===== config.mk =====
export PLATFORM = sky130hd
export DESIGN_NAME = hexrec_parser
export DESIGN_NICKNAME = d
export VERILOG_FILES = /design/src/rtl/hexrec_pkg.sv /design/src/rtl/hexrec_datapath.sv /design/src/rtl/hexrec_control.sv /design/src/rtl/hexrec_parser.sv
export SDC_FILE = /design/constraint.sdc
export NUM_CORES = 1
export LEC_CHECK = 0
export ABC_AREA = 1
export CAP_MARGIN = 0
export CORE_ASPECT_RATIO = 0.5
export CORE_MARGIN = 1
export CORE_UTILIZATION = 55
export DETAILED_ROUTE_END_ITERATION = 16
export DONT_BUFFER_PORTS = 1
export GPL_TIMING_DRIVEN = 0
export HOLD_SLACK_MARGIN = 0.15
export PLACE_DENSITY_LB_ADDON = 0.05
export SLEW_MARGIN = 20
export SYNTH_ARGS = -nofsm -noshare
export SYNTH_HDL_FRONTEND = slang
export SYNTH_SLANG_ARGS = --single-unit

===== constraint.sdc =====
create_clock -name clk -period 2.7 [get_ports clk]
set_input_delay 0.54 -clock clk [delete_from_list [all_inputs] [get_ports clk]]
set_output_delay 0.54 -clock clk [all_outputs]
set_load 0.05 [all_outputs]

===== src/rtl/hexrec_pkg.sv =====
package hexrec_pkg;
  localparam int NIB_W  = 4;
  localparam int BYTE_W = 2 * NIB_W;
  localparam int CHAR_W = 8;

  typedef enum logic [2:0] {
    ST_DROP,
    ST_HUNT,
    ST_COUNT,
    ST_HEADER,
    ST_DATA
  } parseState_t;

  // strobes from control to datapath
  typedef struct packed {
    logic latchHi;
    logic emit;
  } dpCtrl_t;

  // ASCII hex digit to nibble; lower case folded first
  function automatic logic [NIB_W-1:0] hexNibble(input logic [CHAR_W-1:0] c);
    logic [CHAR_W-1:0] u;
    logic [CHAR_W-1:0] v;
    u = (c >= 8'h61 && c <= 8'h7A) ? c - 8'd32 : c;
    v = u - 8'h30;
    if (v > 8'd9) v = v - 8'd7;
    return v[NIB_W-1:0];
  endfunction
endpackage


===== src/rtl/hexrec_datapath.sv =====
module hexrec_datapath
  import hexrec_pkg::*;
(
  input  logic              clk,
  input  logic              rstN,
  input  logic [CHAR_W-1:0] inChar,
  input  dpCtrl_t           ctrl,
  input  logic              outReady,
  output logic [BYTE_W-1:0] assembled,
  output logic              outValid,
  output logic [BYTE_W-1:0] outByte
);
  logic [NIB_W-1:0] hiNib;

  assign assembled = {hiNib, hexNibble(inChar)};

  always_ff @(posedge clk) begin
    if (!rstN) begin
      hiNib    <= '0;
      outValid <= 1'b0;
      outByte  <= '0;
    end else begin
      if (ctrl.latchHi) hiNib <= hexNibble(inChar);
      if (ctrl.emit) begin
        outValid <= 1'b1;
        outByte  <= assembled;
      end else if (outReady) begin
        outValid <= 1'b0;
      end
    end
  end
endmodule


===== src/rtl/hexrec_control.sv =====
module hexrec_control
  import hexrec_pkg::*;
#(
  parameter int              HDR_BYTES  = 3,
  parameter logic [CHAR_W-1:0] START_CHAR = 8'h3A
) (
  input  logic              clk,
  input  logic              rstN,
  input  logic              inValid,
  input  logic [CHAR_W-1:0] inChar,
  input  logic              inLast,
  input  logic              outValid,
  input  logic              outReady,
  input  logic [BYTE_W-1:0] assembled,
  output logic              inReady,
  output dpCtrl_t           ctrl,
  output logic              doneStrobe
);
  localparam int IDX_W = $clog2(HDR_BYTES + 1);

  parseState_t       state;
  logic              loPhase;
  logic [IDX_W-1:0]  hdrIdx;
  logic [BYTE_W-1:0] remaining;
  logic              accept;

  always_comb begin
    inReady      = !(outValid && !outReady);
    accept       = inValid && inReady;
    ctrl.latchHi = accept && !loPhase &&
                   (state == ST_COUNT || state == ST_HEADER || state == ST_DATA);
    ctrl.emit    = accept && loPhase && (state == ST_DATA);
  end

  always_ff @(posedge clk) begin
    if (!rstN) begin
      state      <= ST_DROP;
      loPhase    <= 1'b0;
      hdrIdx     <= '0;
      remaining  <= '0;
      doneStrobe <= 1'b0;
    end else begin
      doneStrobe <= accept && inLast;
      if (accept) begin
        if (inLast) begin
          state   <= ST_DROP;
          loPhase <= 1'b0;
        end else begin
          case (state)
            ST_DROP: state <= ST_HUNT;
            ST_HUNT: begin
              if (inChar == START_CHAR) begin
                state   <= ST_COUNT;
                loPhase <= 1'b0;
              end
            end
            ST_COUNT: begin
              if (!loPhase) loPhase <= 1'b1;
              else begin
                loPhase   <= 1'b0;
                remaining <= assembled;
                hdrIdx    <= '0;
                state     <= (assembled == '0) ? ST_HUNT : ST_HEADER;
              end
            end
            ST_HEADER: begin
              if (!loPhase) loPhase <= 1'b1;
              else begin
                loPhase <= 1'b0;
                if (hdrIdx == IDX_W'(HDR_BYTES - 1)) state <= ST_DATA;
                else hdrIdx <= hdrIdx + 1'b1;
              end
            end
            ST_DATA: begin
              if (!loPhase) loPhase <= 1'b1;
              else begin
                loPhase   <= 1'b0;
                remaining <= remaining - 1'b1;
                if (remaining == BYTE_W'(1)) state <= ST_HUNT;
              end
            end
            default: state <= ST_DROP;
          endcase
        end
      end
    end
  end
endmodule


===== src/rtl/hexrec_parser.sv =====
module hexrec_parser
  import hexrec_pkg::*;
#(
  parameter int                HDR_BYTES  = 3,
  parameter logic [CHAR_W-1:0] START_CHAR = 8'h3A
) (
  input  logic              clk,
  input  logic              rstN,
  input  logic              inValid,
  input  logic [CHAR_W-1:0] inChar,
  input  logic              inLast,
  output logic              inReady,
  output logic              outValid,
  output logic [BYTE_W-1:0] outByte,
  input  logic              outReady,
  output logic              doneStrobe
);
  dpCtrl_t           ctrl;
  logic [BYTE_W-1:0] assembled;

  hexrec_control #(.HDR_BYTES(HDR_BYTES), .START_CHAR(START_CHAR)) ctl (
    .clk(clk), .rstN(rstN), .inValid(inValid), .inChar(inChar),
    .inLast(inLast), .outValid(outValid), .outReady(outReady),
    .assembled(assembled), .inReady(inReady), .ctrl(ctrl),
    .doneStrobe(doneStrobe)
  );

  hexrec_datapath dp (
    .clk(clk), .rstN(rstN), .inChar(inChar), .ctrl(ctrl),
    .outReady(outReady), .assembled(assembled), .outValid(outValid),
    .outByte(outByte)
  );
endmodule


======== Word-level counts from Yosys, hierarchy flattened ========
Index checks and enable logic that the tools add are counted.
word-level totals
  register bits ........................... 28
  input port bits ......................... 13
  output and inout port bits .............. 11
cells by class
  add/subtract/negate cells ............... 5
  $lt $le $gt $ge ......................... 3
  equality and inequality tests ........... 17
  multiplexer cells ....................... 24
  bitwise gates (word level) .............. 1
  reduce and logical (&&, ||, !) cells .... 24
operators with widths
  operator                                                                              number
  8-bit 2-to-1 mux                                                                      3
  3-bit 2-to-1 mux                                                                      7
  8-bit one-hot mux with 2 select lines                                                 1
  8-bit by 6-bit subtractor with 8-bit output (second input constant)                   2
  3-bit one-hot mux with 5 select lines                                                 1
  3-bit by 2-bit != test with 1-bit output (second input constant)                      4
  8-bit by 1-bit == test with 1-bit output (second input constant)                      1
  8-bit by 6-bit == test with 1-bit output (second input constant)                      1
  8-bit by 7-bit greater-or-equal comparator with 1-bit output (second input constant)  1
  8-bit by 4-bit greater-than comparator with 1-bit output (second input constant)      1
  8-bit by 7-bit less-or-equal comparator with 1-bit output (second input constant)     1
  1-bit logical AND                                                                     8
  8-bit zero test                                                                       1
  2-bit 2-to-1 mux                                                                      4
  8-bit by 1-bit subtractor with 8-bit output (second input constant)                   1
  7-bit AND reduction                                                                   1
  3-bit by 2-bit == test with 1-bit output (second input constant)                      2
  2-bit by 1-bit != test with 1-bit output (second input constant)                      3
  3-bit != test (second input constant)                                                 2
  6-bit AND reduction                                                                   1
  2-bit nonzero test                                                                    3
  1-bit 2-to-1 mux                                                                      5
  5-bit AND reduction                                                                   1
  4-bit 2-to-1 mux                                                                      1
  other kinds (15)                                                                      18

======== Depth between registers and ports, before layout ========
Gate-level depths: netlist (run 1).
  word-level depth ........................ 11
  gate-level depth with buffers ........... 13
  mapped depth without buffers ............ 13

======== By module ========
A second synthesis (run 1) with hierarchy kept.
second synthesis, totals
  cells, all modules ...................... 273
  area, all modules ....................... 1752.9 sq um
modules (own cells, without submodules)
  module           instances  cells an instance  area an instance (sq um)  sequential area each (sq um)
  hexrec_control   1          170                1057.3                    300.3
  hexrec_datapath  1          103                695.7                     260.2

======== Least setup slack after synthesis (run 1) ========
No wires, ideal clock.
  path type ............................... input to register
  start ................................... input inChar[0]
  end ..................................... register ctl.state[1]
  setup time .............................. 135 ps
  arrival time ............................ 1498 ps
  path slack .............................. 1066 ps
  stages .................................. 12
  path through ............................ inv_1 > ha_1 > o21ai_0 > nand2_1 > nand3_1 > nand2_1 > nor2_1 > nand2_1 > nand2_1 > nand2_1 > nand2_1 > a21oi_1
on the way
  cells in the longest elaborated chain, start to end .. 11
RTL lines
  item                                                                                                                                              line                  source
  start, declared                                                                                                                                   hexrec_parser.sv:10   input logic [CHAR_W-1:0] inChar,
  8-bit by 7-bit greater-or-equal comparator with 1-bit output / 8-bit by 7-bit less-or-equal comparator with 1-bit output (equally long branches)  hexrec_pkg.sv:24      u = (c >= 8'h61 && c <= 8'h7A) ? c - 8'd32 : c;
  1-bit logical AND                                                                                                                                 hexrec_pkg.sv:24
  8-bit 2-to-1 mux                                                                                                                                  hexrec_pkg.sv:24
  8-bit by 6-bit subtractor with 8-bit output                                                                                                       hexrec_pkg.sv:25      v = u - 8'h30;
  8-bit by 4-bit greater-than comparator with 1-bit output / 4-bit by 3-bit subtractor with 4-bit output (equally long branches)                    hexrec_pkg.sv:26      if (v > 8'd9) v = v - 8'd7;
  4-bit 2-to-1 mux                                                                                                                                  hexrec_pkg.sv:26
  8-bit zero test                                                                                                                                   hexrec_control.sv:63  state <= (assembled == '0) ? ST_HUNT : ST_HEADER;
  2-bit 2-to-1 mux                                                                                                                                  hexrec_control.sv:63
  3-bit 2-to-1 mux                                                                                                                                  hexrec_control.sv:58  if (!loPhase) loPhase <= 1'b1;
  3-bit one-hot mux with 5 select lines                                                                                                             hexrec_control.sv:49  case (state)
  3-bit 2-to-1 mux                                                                                                                                  hexrec_control.sv:45  if (inLast) begin
  end signal, assigned                                                                                                                              hexrec_control.sv:63
  end, declared                                                                                                                                     hexrec_control.sv:21  parseState_t state;
Parallel ways exist; a longest one is shown, timed or not. The select of a mux whose other input is x is not followed.
A chain may end at the register's enable or synchronous reset.

======== Worst setup path in the final report (run 1) ========
  start ................................... register dp.outValid
  end ..................................... output inReady
on the way
  cells in the longest elaborated chain, start to end .. 2
RTL lines
  item                    line                   source
  start, declared         hexrec_datapath.sv:10  output logic outValid,
  start signal, assigned  hexrec_datapath.sv:20  outValid <= 1'b0;
  start signal, assigned  hexrec_datapath.sv:25  outValid <= 1'b1;
  start signal, assigned  hexrec_datapath.sv:28  outValid <= 1'b0;
  1-bit logical AND       hexrec_control.sv:28   inReady = !(outValid && !outReady);
  1-bit zero test         hexrec_control.sv:28
  end, declared           hexrec_parser.sv:12    output logic inReady,
No other way between the ends.

==> metrics.txt, run 1 <==
crit path DAT between 1000 and 1500 ps; final WL roughly 3500 um; setup slack, reg-to-reg just under 1000 ps; Yosys warning count 0; Area Overhead vs Synth 7.09%; reg2reg start dp.outValid; synth top area cells dfxtp_1 (34%), inv_1 (8.4%), nand2_1 (8.4%); pre-CTS WS 869 ps; Rows 13; maxcap violations 0; CTS Buf Count 3; die area around 3300 um^2; postcts setup bufs 0; Critical Path Max Stage Delay 690 ps; clock tree from TritonCTS yes; top cells by count, synth inv_1 (37), nand2_1 (37), dfxtp_1 (28), a21oi_1 (21); Placer Congestion 0.865; PortBufs 0; HPWL Detailed about 2600 um; Tightest Pin Transition 594 ps; Final WS setup ~720 ps; total global-route track usage 0.255; Slew HR 0.604; Lkg Pwr just under 0.0008 uW; endpoints failing hold 0; share of the synthesized area in the top cell type 0.338; Starting DRT DRC Count 60; Layout Utilization 0.654; critical path type register to output port; core area ~2700 um^2; post-synthesis sequential area ratio 0.338; endpoints failing setup 0; Crit. path cell count 1; Clk Latency, worst-skew pair roughly 280 ps; RSZ-0062 raised after global routing false; routed vias 1477; status completed; final net count 260; antenna viol nets, final 0; Pint approximately 650 uW; vias in the first global route around 1300; PostCTS Resize Cnt 0; crit-path cells nand2_1; startpoint types register; CTS clk-pin slew, worst paths about 100 ps; worst setup path endpoint inReady; clock root buffer clkbuf_8; Layout fillers ~240; GRT overflow 0; Buf/Inv on CP 0; Psw between 200 and 250 uW; Most used DFF post-synth dfxtp_1; critical path launch point dp.outValid; placed cells ~270; TNS Setup 0 ps; CTS max path bufs 2; drt pass-1 iters 4; Reg area about 560 um^2; Synth cell types 35; Clock Skew 5.14 ps; post-synth design cell area between 1500 and 2000 um^2; vias per cell between 5 and 6; Remaining DRCs 0; r2r endpoint ctl.remaining[7]; Hold Crit Class primary input to register; layout cells sized above 1 0.126; Synthesized Nets 255; Post-synth EDFFs 0; CTS Hold Bufs 0; first-pass GRT wire length 5980 um; period utilization 0.734; sequential power share 0.494; H-tree depth 1; initial antenna violation count 0; pin count of the biggest net entering global routing 17; CTS sink cnt 28; Peak VDD IR 208 uV; ys async rst share 0; Worst path top cell family by delay flip-flops; Critical Path RT ~2200 ps; num ports 24; area of the multi-input gates approximately 910 um^2; chip height between 40 and 50 um; fmax 505 MHz; max-slew violation count 0; n_diodes 0; Finished Layout Cells 276; crit end category output port; worst-path maximum fanout 3; initial core utilization 0.610; clock network power share 0.383; Period minus WS final about 2000 ps; Yosys reg bits 28; cell taking the most area after synthesis dfxtp_1; worst reg-to-reg path cell count 8; die width 79.6 um; wire per inst ~13 um; Avg Cell Area, Syn between 7 and 8 um^2; pwr dens between 400 and 500 nW/um^2; Comb power frac 0.123; Syn Inst Count 235; switching part of the total 0.254; Worst path slowest cell dfxtp_1
state kept, by name (all words and copies together) (netlist names):
name,count
dp.outValid,1
ctl.hdrIdx,2
ctl.remaining,8
dp.outByte,8
ctl.doneStrobe,1
ctl.loPhase,1
dp.hiNib,4
ctl.state,3
cell families (layout without fill, tap and decap cells):
logic type      after synthesis  in the layout  share of synthesized area
simple gates                 88             88                      0.247
buf+inv                      46             50                      0.112
compound gates               61             61                      0.223
fa+ha+maj                     7              7                     0.0528
flops                        28             28                      0.338
xor+xnor                      5              5                     0.0264
area by class of cell:
type	count	area share
buffer	5	0.0176
clock buffer	3	0.0233
clock inverter	1	0.0169
inverter	41	0.0874
multi-input combinational	161	0.513
sequential	28	0.316
tap	37	0.0261
worst min path at each step:
stage / startpoint / to / slack [ps] / depth (start not counted)
after detailed placement: ctl.hdrIdx[1] / ctl.hdrIdx[1] / 440 / 2
after CTS: rstN / dp.outByte[5] / 380 / 2
after global routing: rstN / dp.outByte[7] / 380 / 2
after floorplan: ctl.hdrIdx[1] / ctl.hdrIdx[1] / 430 / 2
final: rstN / dp.outByte[5] / 380 / 2
after global placement: ctl.hdrIdx[1] / ctl.hdrIdx[1] / 440 / 2
per-layer routing:
layer  up-vias  global-route usage  wire [um]
met5         -                   0          0
li1        773                   -          -
met3         4              0.0889        271
met1       652               0.322       1730
met2        48               0.434       1500
met4         0              0.0500         25
power groups by stage:
stage | logic [uW] | registers [uW] | clock network (uW)
after floorplan | 83.9 | 440 | 0
after global placement | 104 | 442 | 0
after detailed placement | 106 | 442 | 0
after CTS | 107 | 432 | 339
after global routing | 123 | 434 | 356
final | 107 | 432 | 335
per-stage QoR:
| step | area (um^2) | power, uW | hold WS (ps) |
|---|---|---|---|
| global route | 1780 | 913 | 380 |
| detailed placement | 1700 | 548 | 441 |
| finish | 1780 | 875 | 384 |
| global placement | 1700 | 546 | 437 |
| floorplan | 1660 | 524 | 427 |
| CTS | 1780 | 878 | 382 |
layout by cell type, fill, tap and decap left out, drive strengths merged:
cell type  count
o2111ai        1
nand3         13
o211ai         2
clkinv         1
nand4          2
clkbuf         4
a211oi         2
xor2           5
or2            1
a21oi         26
nor3b          1
nand2         41
ha             7
o22ai          1
nor3           7
nor2          23
bufinv         1
buf            4
o21ai         25
a31oi          1
dfxtp         28
a221oi         2
inv           40
a21boi         1
Note: power is estimated with default switching activity, not from simulation.
==> run 2: changes to the inputs <==
- ABC_AREA: 1 -> 0
- clock period: 2.7 -> 1.9 ns (I/O delays scaled with it)
==> run 2 against run 1 <==
Compared with the run above:
- critical endpoint is now dp.hiNib[1]
- register-to-register slack lost 860 ps
- power rose by 34%
- critical path type is now register to register
- global-route usage is 0.75 points lower
- final area rose by 5.4%
- highest routed layer unchanged
- largest power group unchanged
- non-clock buffer count increased by 6
- clock power up 43%
- sequential power up 38%
==> metrics.txt, run 2 <==
clock tree from TritonCTS yes; Remaining DRCs 0 (unchanged); CTS sink cnt 28 (unchanged); HPWL Detailed 2880 um (+9.3%); WL met3 273 um (+0.74%); fmax roughly 560 MHz; reg2reg start ctl.state[2]; GRT overflow 0 (unchanged); num ports 24 (unchanged); n_diodes 0 (unchanged); Avg Cell Area, Syn 8.01 um^2 (+14%); Syn Inst Count 212 (-9.8%); WHS Path Cells 1 (-1); post-synth design cell area 1700 um^2 (+2.4%); vias in the first global route 1255 (-3.7%); pwr dens 625 nW/um^2 (+27%); top-count cell post-synth dfxtp_1; die width 80.6 um (+1.2%); ys async rst share 0 (unchanged); clock root buffer clkbuf_8; r2r endpoint dp.hiNib[1]; endpoints failing hold 0 (unchanged); antenna viol nets, final 0 (unchanged); endpoints failing setup 0 (unchanged); crit end category register; Slew HR 0.613 (+0.00870); Yosys reg bits 28 (unchanged); Worst path slowest cell dfxtp_1; layout cells sized above 1 0.130 (+0.00411); PortBufs 0 (unchanged); period utilization 0.943; crit path DAT 2020 ps (+580 ps); Synth cell types 48 (+37%); pre-CTS WS -140 ps (-1010 ps); Layout Utilization 0.681 (+0.0273); Buf/Inv on CP 2 (+2); uppermost layer routed met4; Period minus WS final 1790 ps; maxcap violations 0 (unchanged); WHS Endpoint ctl.loPhase; Tightest Pin Transition 581 ps (-13.1 ps); total global-route track usage 0.247 (-0.00749); chip height 41.3 um (+1.2%); Rows 13 (unchanged); worst-path maximum fanout 10 (+7); DRT met1 WL 1910 um (+10%); final net count 237 (-8.8%); core area 2750 um^2 (+1.2%); vias per cell 6.05 (+13%); worst reg-to-reg path cell count 7 (-1); CTS clk-pin slew, worst paths 100 ps (about the same); Yosys warning count 0 (unchanged); post-synthesis sequential area ratio 0.330 (-0.00797); Hold Crit Class primary input to register; pin count of the biggest net entering global routing 17 (unchanged); CTS Hold Bufs 0 (unchanged); Synthesized Nets 232 (-9.0%); routed vias 1530 (+3.6%); wire per inst 15.7 um (+23%); Area Overhead vs Synth 10.2%; H-tree depth 1 (unchanged); Starting DRT DRC Count 107 (+78%); Clock Skew 4.24 ps (-0.908 ps); max-slew violation count 0 (unchanged); CTS max path bufs 2 (unchanged); setup slack, reg-to-reg 110 ps (-860 ps); final WL 3980 um (+13%); Critical Path RT 2130 ps (-30 ps); Largest regs ctl.remaining: 8 flops, dp.outByte: 8 flops, dp.hiNib: 4 flops; CTS Buf Count 3 (unchanged); startpoint types register; PostCTS Resize Cnt 2 (+2); initial core utilization 0.618 (+0.00734); Layout fillers 224 (-7.1%); Worst path top cell family by delay simple AND/OR/NAND/NOR gates; share of the synthesized area in the top cell type 0.330 (-0.00797); Final WS setup 108 ps (-611 ps); first-pass GRT wire length 5960 um (-0.23%); Most used DFF post-synth dfxtp_1; most frequent cells in the layout dfxtp_1 (27), nor2_1 (24), nand2_1 (24); Clk Latency, worst-skew pair 280 ps (about the same); status completed; top cells by count, synth dfxtp_1 (28), nand2_1 (24), nor2_1 (24), a21oi_1 (17), o21ai_0 (16); cell taking the most area after synthesis dfxtp_1; Peak VDD IR 346 uV (+66%); Lkg Pwr 0.000623 uW (-19%); Critical Path Max Stage Delay 360 ps (-330 ps); Placer Congestion 0.825 (-4.6%); drt pass-1 iters 4 (unchanged); Reg area 562 um^2 (+0.22%); area of the multi-input gates 1090 um^2 (+20%); critical path type register to register; initial antenna violation count 0 (unchanged); postcts setup bufs 0 (unchanged); met2 WL 1790 um (+19%); die area 3330 um^2 (+2.3%); Hold Startpoint inLast; crit-path cells buf_2 -> nor3b_4 -> nor2_1 -> or2_2 -> clkbuf_1 -> o21ai_0 -> and2_1; commonest non-fill, non-tap cell in the layout dfxtp_1; Tot Pwr 1170 uW (+34%); Post-synth EDFFs 0 (unchanged); synth top area cells dfxtp_1 (33%), nand2_1 (5.3%), nor2_1 (5.3%)
==> run 2: cell types whose count changed after synthesis, sizes merged, moves of 4 or more <==
cell / change
a21oi: -9
buf: +4
inv: -31
mux2i: +8
nand2: -17
nand2b: +4
nand3: -5
nor2b: +4
o21ai: -9
xor2: -5
==> run 2: report_power, final <==
group          leakage, uW  switching (uW)  internal, uW  total, uW
registers         0.000226            5.71           591        596
clock network    0.0000357             196           282        478
logic             0.000360            60.5          34.1       94.6
==> run 2: worst max path at each step <==
stage,end,slack (ps),start,cells after the start
2_1_floorplan,ctl.hdrIdx[0],60,dp.outValid,6
3_3_place_gp,ctl.hdrIdx[0],-70,dp.outValid,6
3_5_place_dp,ctl.hdrIdx[1],-140,dp.outValid,6
4_1_cts,ctl.hdrIdx[1],50,dp.outValid,6
5_1_grt,dp.hiNib[1],-10,ctl.state[2],7
6_report,dp.hiNib[1],110,ctl.state[2],7
==> run 2: kinds of logic after synthesis <==
family / share of synthesized area
adders and majority gates: 0.0516
muxes: 0.0472
AOI/OAI and AO/OA: 0.215
DFF: 0.330
xor gates and xnor gates: 0.00516
buffers and inverters: 0.0575
and+or+nand+nor: 0.293
==> run 2: final cells by class <==
| class | instances | area share |
|---|---|---|
| Buffer | 11 | 0.0354 |
| Clock buffer | 3 | 0.0221 |
| Inverter | 10 | 0.0201 |
| Tap cell | 37 | 0.0247 |
| Clock inverter | 1 | 0.0160 |
| Multi-Input combinational cell | 163 | 0.582 |
| Sequential cell | 28 | 0.300 |
==> run 2: through the flow <==
step	area, um^2	setup TNS, ps	hold slack (ps)	std cells
2_1_floorplan	1700	0	449	212
3_3_place_gp	1750	-142	474	249
3_5_place_dp	1750	-273	479	249
4_1_cts	1830	0	206	253
5_1_grt	1870	-13.6	198	253
6_report	1870	0	210	253
==> run 2: per-layer routing <==
layer,track usage,up-vias
li1,-,772
met5,0,-
met1,0.340,711
met4,0.0491,0
met3,0.0565,2
met2,0.407,45
